File: config.mk
export PLATFORM = sky130hd
export DESIGN_NAME = tmr_dual_mode
export DESIGN_NICKNAME = d
export VERILOG_FILES = /design/src/rtl/tmr_pkg.sv /design/src/rtl/tmr_countdown.sv /design/src/rtl/tmr_rtc.sv /design/src/rtl/tmr_regs.sv /design/src/rtl/tmr_dual_mode.sv
export SDC_FILE = /design/constraint.sdc
export NUM_CORES = 1
export LEC_CHECK = 0
export BUFFER_PORTS_ARGS = -buffer_cell sky130_fd_sc_hd__buf_2
export CAP_MARGIN = 20
export CORE_ASPECT_RATIO = 0.7
export CORE_MARGIN = 4
export CORE_UTILIZATION = 55
export DETAILED_ROUTE_END_ITERATION = 8
export PLACE_DENSITY = 0.72
export REMOVE_ABC_BUFFERS = 1
export SYNTH_ARGS = -nofsm -noshare
export SYNTH_HDL_FRONTEND = slang
export SYNTH_SLANG_ARGS = --single-unit
File: constraint.sdc
create_clock -name clk -period 5.45 [get_ports clk]
set_clock_uncertainty 0.1 [all_clocks]
set_input_delay 0.2725 -clock clk [delete_from_list [all_inputs] [get_ports clk]]
set_output_delay 0.2725 -clock clk [all_outputs]
set_load 0.01 [all_outputs]
File: src/rtl/tmr_pkg.sv
package tmr_pkg;
   localparam int unsigned OFS_CFG     = 'h00;
   localparam int unsigned OFS_MODE0   = 'h04;
   localparam int unsigned OFS_CTL     = 'h0C;
   localparam int unsigned OFS_MASK    = 'h18;
   localparam int unsigned OFS_RAW     = 'h1C;
   localparam int unsigned OFS_MIS     = 'h20;
   localparam int unsigned OFS_CLR     = 'h24;
   localparam int unsigned OFS_LOAD_LO = 'h28;
   localparam int unsigned OFS_LOAD_HI = 'h2C;
   localparam int unsigned OFS_MAT_LO  = 'h30;
   localparam int unsigned OFS_MAT_HI  = 'h34;
   localparam int unsigned OFS_PRE0    = 'h38;
   localparam int unsigned OFS_PMAT0   = 'h40;
   localparam int unsigned OFS_VAL     = 'h48;

   localparam int unsigned NUM_SUB     = 2;
   localparam int unsigned CFG_SPLIT   = 4;

   localparam int unsigned CTL_RUN     = 0;
   localparam int unsigned CTL_TRIG    = 5;
   localparam int unsigned ST_CNT      = 0;
   localparam int unsigned ST_RTC      = 3;
   localparam logic [7:0]  MASK_BITS   = 8'h77;

   typedef enum logic [1:0] {
      TM_CNT32 = 2'd0,
      TM_RTC32 = 2'd1,
      TM_SPLIT = 2'd2,
      TM_IDLE  = 2'd3
   } tmr_cfg_e;

   function automatic tmr_cfg_e cfg_decode(input logic [31:0] cfg);
      if (cfg == 32'd0)            return TM_CNT32;
      else if (cfg == 32'd1)       return TM_RTC32;
      else if (cfg >= CFG_SPLIT)   return TM_SPLIT;
      else                         return TM_IDLE;
   endfunction
endpackage

File: src/rtl/tmr_countdown.sv
module tmr_countdown #(
   parameter int unsigned CNT_W = 32
) (
   input  logic             clk,
   input  logic             rst_n,
   input  logic             run,
   input  logic             start,
   input  logic             oneshot,
   input  logic [CNT_W-1:0] period,
   output logic             expire
);
   logic [CNT_W-1:0] cnt_q;
   logic             at_zero;

   assign at_zero = (cnt_q == '0);
   assign expire  = run & ~start & at_zero;

   always_ff @(posedge clk or negedge rst_n) begin
      if (!rst_n) begin
         cnt_q <= '0;
      end else if (start) begin
         cnt_q <= period - 1'b1;
      end else if (run) begin
         if (!at_zero)      cnt_q <= cnt_q - 1'b1;
         else if (!oneshot) cnt_q <= period - 1'b1;
      end
   end

   // a periodic expiry brings the period back into the counter
   a_r4_reload: assert property (@(posedge clk) disable iff (!rst_n)
      (expire && !oneshot) |=> (cnt_q == $past(period) - 1'b1));

   // without run or start the counter holds its value
   a_r12_hold: assert property (@(posedge clk) disable iff (!rst_n)
      (!run && !start) |=> $stable(cnt_q));
endmodule

File: src/rtl/tmr_rtc.sv
module tmr_rtc #(
   parameter int unsigned CNT_W = 32
) (
   input  logic             clk,
   input  logic             rst_n,
   input  logic             run,
   input  logic             tick,
   input  logic [CNT_W-1:0] match,
   output logic [CNT_W-1:0] count,
   output logic             wrap
);
   logic [CNT_W-1:0] cnt_q;
   logic [CNT_W-1:0] inc;
   logic [CNT_W-1:0] nxt;
   logic             step;

   assign step  = run & tick;
   assign inc   = cnt_q + 1'b1;
   assign nxt   = (inc > match) ? '0 : inc;
   assign wrap  = step & (nxt == '0);
   assign count = cnt_q;

   always_ff @(posedge clk or negedge rst_n) begin
      if (!rst_n)    cnt_q <= '0;
      else if (step) cnt_q <= nxt;
   end

   // a strobe moves the count up by one or back to zero
   a_r6_step: assert property (@(posedge clk) disable iff (!rst_n)
      (run && tick) |=> (cnt_q == '0 || cnt_q == $past(cnt_q) + 1'b1));

   // no strobe or no enable, no movement
   a_r6_idle: assert property (@(posedge clk) disable iff (!rst_n)
      !(run && tick) |=> $stable(cnt_q));

   // after a strobe the count never lies above the match value used
   a_r7_bound: assert property (@(posedge clk) disable iff (!rst_n)
      (run && tick) |=> (cnt_q <= $past(match)));
endmodule

File: src/rtl/tmr_regs.sv
module tmr_regs
   import tmr_pkg::*;
#(
   parameter int unsigned HALF_W = 16,
   parameter int unsigned ADDR_W = 12
) (
   input  logic                  clk,
   input  logic                  rst_n,
   input  logic                  bus_wr,
   input  logic [ADDR_W-1:0]     bus_addr,
   input  logic [2*HALF_W-1:0]   bus_wdata,
   output logic [2*HALF_W-1:0]   bus_rdata,
   input  logic                  expire,
   input  logic                  wrap,
   input  logic [2*HALF_W-1:0]   rtc_count,
   output logic                  cnt_run,
   output logic                  cnt_start,
   output logic                  cnt_oneshot,
   output logic [2*HALF_W-1:0]   cnt_period,
   output logic                  rtc_run,
   output logic [2*HALF_W-1:0]   rtc_match,
   output logic                  trig_en,
   output logic                  irq
);
   localparam int unsigned DATA_W = 2 * HALF_W;
   localparam logic [DATA_W-1:0] KEEP = DATA_W'(MASK_BITS);
   localparam logic [ADDR_W-1:0] A_CFG  = ADDR_W'(OFS_CFG);
   localparam logic [ADDR_W-1:0] A_CTL  = ADDR_W'(OFS_CTL);
   localparam logic [ADDR_W-1:0] A_MASK = ADDR_W'(OFS_MASK);
   localparam logic [ADDR_W-1:0] A_RAW  = ADDR_W'(OFS_RAW);
   localparam logic [ADDR_W-1:0] A_MIS  = ADDR_W'(OFS_MIS);
   localparam logic [ADDR_W-1:0] A_CLR  = ADDR_W'(OFS_CLR);
   localparam logic [ADDR_W-1:0] A_LLO  = ADDR_W'(OFS_LOAD_LO);
   localparam logic [ADDR_W-1:0] A_LHI  = ADDR_W'(OFS_LOAD_HI);
   localparam logic [ADDR_W-1:0] A_MLO  = ADDR_W'(OFS_MAT_LO);
   localparam logic [ADDR_W-1:0] A_MHI  = ADDR_W'(OFS_MAT_HI);
   localparam logic [ADDR_W-1:0] A_VAL  = ADDR_W'(OFS_VAL);

   logic [DATA_W-1:0] cfg_q, ctl_q, mask_q, raw_q, raw_d;
   logic [HALF_W-1:0] load_lo_q, load_hi_q, mat_lo_q, mat_hi_q;
   logic [NUM_SUB-1:0][DATA_W-1:0] mode_all, pre_all, pmat_all;
   tmr_cfg_e cfg_mode;
   logic     joined;
   logic     wr_cfg, wr_ctl, wr_mask, wr_clr, wr_llo, wr_lhi, wr_mlo, wr_mhi;

   assign cfg_mode = cfg_decode(32'(cfg_q));
   assign joined   = (cfg_q < DATA_W'(CFG_SPLIT));

   assign wr_cfg  = bus_wr & (bus_addr == A_CFG);
   assign wr_ctl  = bus_wr & (bus_addr == A_CTL);
   assign wr_mask = bus_wr & (bus_addr == A_MASK);
   assign wr_clr  = bus_wr & (bus_addr == A_CLR);
   assign wr_llo  = bus_wr & (bus_addr == A_LLO);
   assign wr_lhi  = bus_wr & (bus_addr == A_LHI);
   assign wr_mlo  = bus_wr & (bus_addr == A_MLO);
   assign wr_mhi  = bus_wr & (bus_addr == A_MHI);

   // per-sub-timer storage: mode, prescale, prescale-match
   for (genvar gi = 0; gi < NUM_SUB; gi++) begin : g_sub
      localparam logic [ADDR_W-1:0] A_MODE = ADDR_W'(OFS_MODE0 + 4 * gi);
      localparam logic [ADDR_W-1:0] A_PRE  = ADDR_W'(OFS_PRE0 + 4 * gi);
      localparam logic [ADDR_W-1:0] A_PMAT = ADDR_W'(OFS_PMAT0 + 4 * gi);
      logic [DATA_W-1:0] mode_q, pre_q, pmat_q;
      always_ff @(posedge clk or negedge rst_n) begin
         if (!rst_n) begin
            mode_q <= '0;
            pre_q  <= '0;
            pmat_q <= '0;
         end else if (bus_wr) begin
            if (bus_addr == A_MODE) mode_q <= bus_wdata;
            if (bus_addr == A_PRE)  pre_q  <= bus_wdata;
            if (bus_addr == A_PMAT) pmat_q <= bus_wdata;
         end
      end
      assign mode_all[gi] = mode_q;
      assign pre_all[gi]  = pre_q;
      assign pmat_all[gi] = pmat_q;
   end

   always_ff @(posedge clk or negedge rst_n) begin
      if (!rst_n) begin
         cfg_q  <= '0;
         mask_q <= '0;
      end else begin
         if (wr_cfg)  cfg_q  <= bus_wdata;
         if (wr_mask) mask_q <= bus_wdata & KEEP;
      end
   end

   // control: software write wins over the one-shot self-clear
   always_ff @(posedge clk or negedge rst_n) begin
      if (!rst_n)                      ctl_q <= '0;
      else if (wr_ctl)                 ctl_q <= bus_wdata;
      else if (expire && cnt_oneshot)  ctl_q[CTL_RUN] <= 1'b0;
   end

   always_ff @(posedge clk or negedge rst_n) begin
      if (!rst_n) begin
         load_lo_q <= '0;
         load_hi_q <= '0;
         mat_lo_q  <= '0;
         mat_hi_q  <= '0;
      end else begin
         if (wr_llo) load_lo_q <= bus_wdata[HALF_W-1:0];
         if (wr_mlo) mat_lo_q  <= bus_wdata[HALF_W-1:0];
         if (wr_lhi)              load_hi_q <= bus_wdata[HALF_W-1:0];
         else if (wr_llo && joined) load_hi_q <= bus_wdata[DATA_W-1:HALF_W];
         if (wr_mhi)              mat_hi_q <= bus_wdata[HALF_W-1:0];
         else if (wr_mlo && joined) mat_hi_q <= bus_wdata[DATA_W-1:HALF_W];
      end
   end

   // status: new events take priority over a clear in the same cycle
   always_comb begin
      raw_d = raw_q;
      if (wr_clr) raw_d = raw_q & ~bus_wdata;
      if (expire) raw_d[ST_CNT] = 1'b1;
      if (wrap)   raw_d[ST_RTC] = 1'b1;
   end

   always_ff @(posedge clk or negedge rst_n) begin
      if (!rst_n) raw_q <= '0;
      else        raw_q <= raw_d;
   end

   assign irq         = |(raw_q & mask_q);
   assign cnt_start   = wr_ctl & bus_wdata[CTL_RUN] & ~ctl_q[CTL_RUN];
   assign cnt_run     = ctl_q[CTL_RUN] & (cfg_mode == TM_CNT32);
   assign rtc_run     = ctl_q[CTL_RUN] & (cfg_mode == TM_RTC32);
   assign cnt_oneshot = mode_all[0][0];
   assign cnt_period  = {load_hi_q, load_lo_q};
   assign rtc_match   = {mat_hi_q, mat_lo_q};
   assign trig_en     = ctl_q[CTL_TRIG];

   always_comb begin
      bus_rdata = '0;
      case (bus_addr)
         A_CFG:  bus_rdata = cfg_q;
         A_CTL:  bus_rdata = ctl_q;
         A_MASK: bus_rdata = mask_q;
         A_RAW:  bus_rdata = raw_q;
         A_MIS:  bus_rdata = raw_q & mask_q;
         A_LLO:  bus_rdata = joined ? {load_hi_q, load_lo_q} : {{HALF_W{1'b0}}, load_lo_q};
         A_LHI:  bus_rdata = {{HALF_W{1'b0}}, load_hi_q};
         A_MLO:  bus_rdata = joined ? {mat_hi_q, mat_lo_q} : {{HALF_W{1'b0}}, mat_lo_q};
         A_MHI:  bus_rdata = {{HALF_W{1'b0}}, mat_hi_q};
         A_VAL:  bus_rdata = (cfg_mode == TM_RTC32) ? rtc_count : '0;
         default: bus_rdata = '0;
      endcase
      for (int i = 0; i < NUM_SUB; i++) begin
         if (bus_addr == ADDR_W'(OFS_MODE0 + 4 * i)) bus_rdata = mode_all[i];
         if (bus_addr == ADDR_W'(OFS_PRE0 + 4 * i))  bus_rdata = pre_all[i];
         if (bus_addr == ADDR_W'(OFS_PMAT0 + 4 * i)) bus_rdata = pmat_all[i];
      end
   end

   // a one-shot expiry drops the enable unless software writes control
   a_r3_oneshot_halt: assert property (@(posedge clk) disable iff (!rst_n)
      (expire && cnt_oneshot && !wr_ctl) |=> !ctl_q[CTL_RUN]);

   // an expiry is always recorded in raw status
   a_r2_status_set: assert property (@(posedge clk) disable iff (!rst_n)
      expire |=> raw_q[ST_CNT]);

   // the mask never holds bits outside the kept set
   a_r8_mask_bits: assert property (@(posedge clk) disable iff (!rst_n)
      (mask_q & ~KEEP) == '0);

   // a clear with no concurrent expiry empties bit 0
   a_r9_w1c: assert property (@(posedge clk) disable iff (!rst_n)
      (wr_clr && bus_wdata[ST_CNT] && !expire) |=> !raw_q[ST_CNT]);

   // writing the enable low stops the countdown next cycle
   a_r12_stop: assert property (@(posedge clk) disable iff (!rst_n)
      (wr_ctl && !bus_wdata[CTL_RUN]) |=> !cnt_run);
endmodule

File: src/rtl/tmr_dual_mode.sv
module tmr_dual_mode
   import tmr_pkg::*;
#(
   parameter int unsigned HALF_W = 16,
   parameter int unsigned ADDR_W = 12
) (
   input  logic                clk,
   input  logic                rst_n,
   input  logic                bus_wr,
   input  logic [ADDR_W-1:0]   bus_addr,
   input  logic [2*HALF_W-1:0] bus_wdata,
   output logic [2*HALF_W-1:0] bus_rdata,
   input  logic                sec_tick,
   output logic                irq,
   output logic                trig
);
   localparam int unsigned DATA_W = 2 * HALF_W;

   if (HALF_W < 8) begin : g_chk_half
      $error("tmr_dual_mode: HALF_W must be at least 8");
   end
   if (ADDR_W < 7) begin : g_chk_addr
      $error("tmr_dual_mode: ADDR_W too narrow for the register map");
   end

   logic              expire, wrap;
   logic              cnt_run, cnt_start, cnt_oneshot, rtc_run, trig_en;
   logic [DATA_W-1:0] cnt_period, rtc_match, rtc_count;
   logic              trig_q;

   tmr_regs #(.HALF_W(HALF_W), .ADDR_W(ADDR_W)) u_regs (
      .clk(clk), .rst_n(rst_n),
      .bus_wr(bus_wr), .bus_addr(bus_addr), .bus_wdata(bus_wdata), .bus_rdata(bus_rdata),
      .expire(expire), .wrap(wrap), .rtc_count(rtc_count),
      .cnt_run(cnt_run), .cnt_start(cnt_start), .cnt_oneshot(cnt_oneshot),
      .cnt_period(cnt_period), .rtc_run(rtc_run), .rtc_match(rtc_match),
      .trig_en(trig_en), .irq(irq)
   );

   tmr_countdown #(.CNT_W(DATA_W)) u_cnt (
      .clk(clk), .rst_n(rst_n), .run(cnt_run), .start(cnt_start),
      .oneshot(cnt_oneshot), .period(cnt_period), .expire(expire)
   );

   tmr_rtc #(.CNT_W(DATA_W)) u_rtc (
      .clk(clk), .rst_n(rst_n), .run(rtc_run), .tick(sec_tick),
      .match(rtc_match), .count(rtc_count), .wrap(wrap)
   );

   always_ff @(posedge clk or negedge rst_n) begin
      if (!rst_n) trig_q <= 1'b0;
      else        trig_q <= expire & trig_en;
   end
   assign trig = trig_q;

   // an enabled expiry produces the trigger strobe
   a_r5_trig_fire: assert property (@(posedge clk) disable iff (!rst_n)
      (expire && trig_en) |=> trig);

   // no expiry or trigger disabled, no strobe
   a_r5_trig_quiet: assert property (@(posedge clk) disable iff (!rst_n)
      !(expire && trig_en) |=> !trig);
endmodule

== After elaboration in Yosys (flattened, before gate mapping) ==
Cells that the tools add are included.
Storage, ports and cells
  register bits after elaboration: 423
  bits of input ports: 48
  output and inout port bits: 34
  logic and storage cells: 116
Operators by class
  add/subtract/negate cells: 3
  $lt $le $gt $ge: 3
  equality and inequality tests: 19
  multiplexer cells: 27
  bitwise logic cells: 22
  reduce and logical (&&, ||, !) cells: 22
Operators by type and width (count)
  $mux 32: 14
  $pmux 32 s10: 1
  $eq 12x6->1 const B: 8
  $logic_not 32->1: 3
  $mux 16: 4
  $sub 32x1->32 const B: 2
  $eq 12x7->1 const B: 3
  $add 32x1->32 const B: 1
  $and 32x32->32: 1
  $and 32x7->32: 1
  $eq 32x1->1 const B: 1
  $ge 32x3->1 const B: 1
  $gt 32x32->1: 1
  $lt 32x3->1 const B: 1
  $not 32->32: 1
  $reduce_or 32->1: 1
  $eq 12x4->1 const B: 2
  $eq 12x5->1 const B: 2
  $and 1x1->1: 17
  $reduce_and 2->1: 7
  $eq 12x3->1 const B: 1
  $logic_not 12->1: 1
  $reduce_bool 2->1: 6
  $mux 1: 5
  7 further kinds: 11

== Logic depth before layout (Yosys ltp) ==
  depth after elaboration: 13
  depth in mapped cells: 17
  gate-level depth less buffers: 14

== Hierarchy ==
Synthesis repeated with hierarchy kept, for this count alone.
Unflattened totals
  cell total of the unflattened synthesis: 2295
  area, all modules: 23842.9 µm²
Modules (own cells, without submodules)
  tmr_regs: times used 1, cells each 1548, area each 17795.8 µm², seq. area each 8958.6 µm²
  tmr_rtc: times used 1, cells each 390, area each 3121.7 µm², seq. area each 800.8 µm²
  tmr_countdown: times used 1, cells each 355, area each 2894.0 µm², seq. area each 800.8 µm²
  tmr_dual_mode: times used 1, cells each 2, area each 31.3 µm², seq. area each 25.0 µm²

== Worst setup path after synthesis ==
No wires, ideal clock.
  path kind: reg2reg
  from: reg u_rtc.cnt_q[0] (netlist: u_rtc.count[0])
  to: reg u_rtc.cnt_q[7] (netlist: u_rtc.count[7])
  library setup time: 0.066 ns
  arrival time: 4.218 ns
  required time: 5.284 ns
  setup slack: 1.065 ns
  cell stages (with the launch flop): 17
  buffers on the path: 3
  clock period less this slack: 4.385 ns
  cells stage by stage: dfrtp_1 > ha_1 > buf_2 > nand2_1 > or4_1 > clkbuf_1 > or4_1 > xnor2_1 > ha_1 > nand4_1 > nor4_1 > nand3_1 > a22oi_1 > o21ai_1 > nor2_1 > clkbuf_1 > a22o_1
Between the ends
  cells in the longest elaborated chain, start to end: 3
Ends and longest elaborated chain
  start, declared: RTL line tmr_rtc.sv:12  | logic [CNT_W-1:0] cnt_q;
  start signal, assigned: RTL line tmr_rtc.sv:25  | else if (step) cnt_q <= nxt;
  $add 32x1->32 (*): RTL line tmr_rtc.sv:18  | assign inc = cnt_q + 1'b1;
  $gt 32x32->1: RTL line tmr_rtc.sv:19  | assign nxt = (inc > match) ? '0 : inc;
  $mux 32 (*): RTL line tmr_rtc.sv:19
Mark *: on every way between the ends. The rest lies on a longest branch, timed or not.
A chain may end at the register's enable or synchronous reset.

== Worst setup path after layout ==
  from: reg u_rtc.cnt_q[1] (netlist: u_rtc.count[1])
  to: reg u_rtc.cnt_q[2] (netlist: u_rtc.count[2])
The elaborated chain is that of the path after synthesis.

==> run_results.csv <==
group,metric,value,unit
synthesis,synthTopCellsByArea,"dfrtp_1 46%, mux2_2 13%, nand2_1 4.3%",
synthesis,synth_xor_area_share,1.954,%
timing,period_share,93.11,%
finish,area.growth.synth_to_final,11.19,%
synthesis,avgSynthCellArea,10.20,sq um
synthesis,syn-cell-area,0.02286,sq mm
die,die_w,251.7,um
clock_tree,root_buffer,"clkbuf_16",
clock_tree,worstSkewPairLatency,590,ps
critical_path,worstPathCellList,"ha_1 > nand2_1 > or4_1 > or4_1 > xnor2_1 > ha_1 > nand4_1 > nor4_1 > nand2_1 > o21ai_4 > buf_4 > o21ai_0 > a22o_1",
power_and_ir_drop,leakage,12.23,nW
synthesis,synthAdderAreaFrac,1.970,%
die,initial_core_util,55.71,%
synthesis,synth_ff_type,"dfrtp_1",
synthesis,yosysWarnings,0,
synthesis,synth_top_family_by_area,"multiplexers",
die,rows,62,
timing,fin_hold_ws,34.59,ps
route,routed_wl,78020,um
synthesis,synthMuxAreaShare,15.89,%
clock_tree,cts_setup_buffers,0,
place,port_buffers,81,
synthesis,synth_common_cells,"423 x dfrtp_1, 259 x nand2_1, 255 x mux2_2",
timing,relSlewSlack,20.50,%
route,vias,19372,
place,dp_hpwl,53490,um
place,gp_congestion,1.011,
route,remaining_drc_errors,0,
route,vias_per_cell,6.802,
synthesis,yosys.area.top_type,"dfrtp_1",
timing,max_freq,197.1,MHz
critical_path,cp_slowest_cell,"or4_1",
finish,nFillCells,3362,
route,wire_per_inst,27.40,um
timing,hold_viol,0,
synthesis,yosysUniqueCellTypes,77,
synthesis,ys_seq_area_share,46.30,%
die,fp.coreArea,0.04104,sq mm
worst_hold_path,hp-class,"in -> reg",
synthesis,synth_top_area_share,46.30,%
clock_tree,clkTransAtPathRegs,60,ps
global_routing,antenna_found_initial,4,
critical_path,required,5790,ps
route,initialDrtViolationCount,2521,
route,drt.antenna.violating_nets,0,
timing,worstMarginPinSlew,1185,ps
clock_tree,cts_max_level,2,
synthesis,synth_edf_count,0,
global_routing,grt.total_usage,34.29,%
global_routing,grt_max_degree,166,
power_and_ir_drop,irDropWorstVdd,0.2626,mV
power_and_ir_drop,p_per_area,259.8,mW/mm^2
critical_path,endpoint_kind,"register",
critical_path,startpoint_type,"register",
clock_tree,cts_tree,"built",
die,dieHeight,178.6,um
synthesis,yosys.cell_count.top_type,"dfrtp_1",
synthesis,synth_compound_area_share,15.80,%
timing,finalSetupViolations,0,
job,maxCapViolations,0,
clock_tree,cts_buffers,42,
critical_path,cp.arrival,5420,ps
route,dr.pass1.iters,7,
global_routing,grt_pass1_wl,117000,um
timing,rsz0062_at_grt,"false",
global_routing,grt-ovfl-total,0,
synthesis,ys_ff_latch,423,
synthesis,netlist_instances,2242,
die,io_pins,82,
timing,tns,0,ps
timing,slew_viol_final,0,
finish,final_nets,2357,
critical_path,slowest_delay,720,ps
clock_tree,clkSinkCount,423,
global_routing,grt_pass1_vias,18656,
timing,fin_crit,5075,ps
clock_tree,cts_buffer_depth,3,
finish,drive_above_1_share,22.36,%
critical_path,critPathKind,"reg -> reg",
synthesis,synthArstFlopShare,100.0,%
synthesis,synth_simple_gate_area_share,13.79,%
run_status,outcome,"completed",
critical_path,cp_max_fo,23,
die,dieArea,0.04495,sq mm
## critical path: cells and delay by family (launching register included)
kind | cells | cell delay (ps)
buffers and inverters | 1 | 280
flip-flops | 1 | 480
AO/OA/AOI/OAI | 3 | 870
adder cells (fa/ha/maj) | 2 | 740
AND/OR/NAND/NOR | 6 | 2280
XOR/XNOR | 1 | 190
## path summary, 6_finish.rpt
kind                                              startpoint  slack, ps                                    end  depth (start not counted)
worst max-delay path              u_rtc.count[1]$_DFFE_PN0P_        380             u_rtc.count[2]$_DFFE_PN0P_                         13
worst min-delay path                            bus_wdata[1]         30            u_regs.ctl_q[1]$_DFFE_PN0P_                          3
worst max register to register    u_rtc.count[1]$_DFFE_PN0P_        380             u_rtc.count[2]$_DFFE_PN0P_                         13
worst min register to register  u_regs.ctl_q[30]$_DFFE_PN0P_        370           u_regs.ctl_q[30]$_DFFE_PN0P_                          2
max in group asynchronous                              rst_n       3560           u_regs.cfg_q[13]$_DFFE_PN0P_                          3
min in group asynchronous                              rst_n        220  u_regs.g_sub[0].pmat_q[7]$_DFFE_PN0P_                          2
## cell families (layout without fill, tap and decap cells)
kind of cell | after synthesis | after routing
flops | 423 | 423
simple gates | 620 | 620
mux | 330 | 330
xor+xnor | 51 | 51
other cells | 0 | 1
fa+ha+maj | 36 | 36
buf+inv | 237 | 298
compound gates | 545 | 545
## registers in the layout (all words and copies together), names as in the netlist
register             cells
u_regs.mask_q            6
u_regs.raw_q            32
u_regs.g_sub.pre_q      64
u_regs.load_hi_q        16
u_regs.g_sub.mode_q     64
u_rtc.count             32
u_regs.ctl_q            32
trig                     1
u_regs.cfg_q            32
u_regs.mat_hi_q         16
u_regs.g_sub.pmat_q     64
u_regs.mat_lo_q         16
u_regs.load_lo_q        16
u_cnt.cnt_q             32
## cell type report
type	instances	area, sq um	share of cell area (%)
inverter	55	206.4	0.8121
clock inverter	13	160.2	0.6300
multi-input combinational	1582	11390	44.80
sequential	423	10590	41.64
clock buffer	61	1202	4.730
tap	544	680.7	2.678
antenna	1	2.502	0.009844
timing repair buffer	169	1196	4.705
## report_power, final
group / internal, W / switching, W / total (W) / leakage [nW]
logic: 0.000140 / 0.000317 / 0.000457 / 5.84
clock network: 0.00160 / 0.00130 / 0.00290 / 0.660
registers: 0.00319 / 0.0000592 / 0.00325 / 5.74
## routing by layer
metal	vias up	global-route usage, %	part of all wire, %
met5	-	0	0.035
met4	4	9.933	3.3
met3	201	10.22	12
met2	1114	49.14	42
met1	9736	50.54	43
li1	8317	-	-
## repair_timing
item	in CTS	in global routing
hold buffers	26	0
resized for setup	0	1
hold endpoints to repair	154	0
setup endpoints to repair	0	13
## placed cells by master (no fill, tap or decap), types with 16 or more instances in the layout
cell type and count:
a21boi_0 30, a21oi_1 137, a221oi_1 34, a222oi_1 16, a22o_1 37, a22oi_1 29
buf_2 81, buf_4 57, clkbuf_16 42, dfrtp_1 423, dlygate4sd3_1 26, ha_1 36
inv_1 55, mux2_2 255, mux2i_1 67, nand2_1 257, nand2b_1 17, nand3_1 39
nand4_1 55, nor2_1 78, nor3_1 30, nor4_1 32, o21ai_0 109, o21ai_1 24
o22ai_1 22, xnor2_1 27, xor2_1 24
## metrics by stage
step                instances  total power (W)  area, sq um  util (%)  setup WS [ps]
global route             2847         0.006797        25420     61.94          137.7
floorplan                2060         0.003483        22090         -          361.0
CTS                      2846         0.006623        25410     61.91          266.1
global placement         2745         0.003714        23760     57.89          399.9
finish                   2848         0.006605        25420     61.95          375.3
detailed placement       2746         0.003735        23780     57.95          289.8
(Power assumes the default switching activity.)
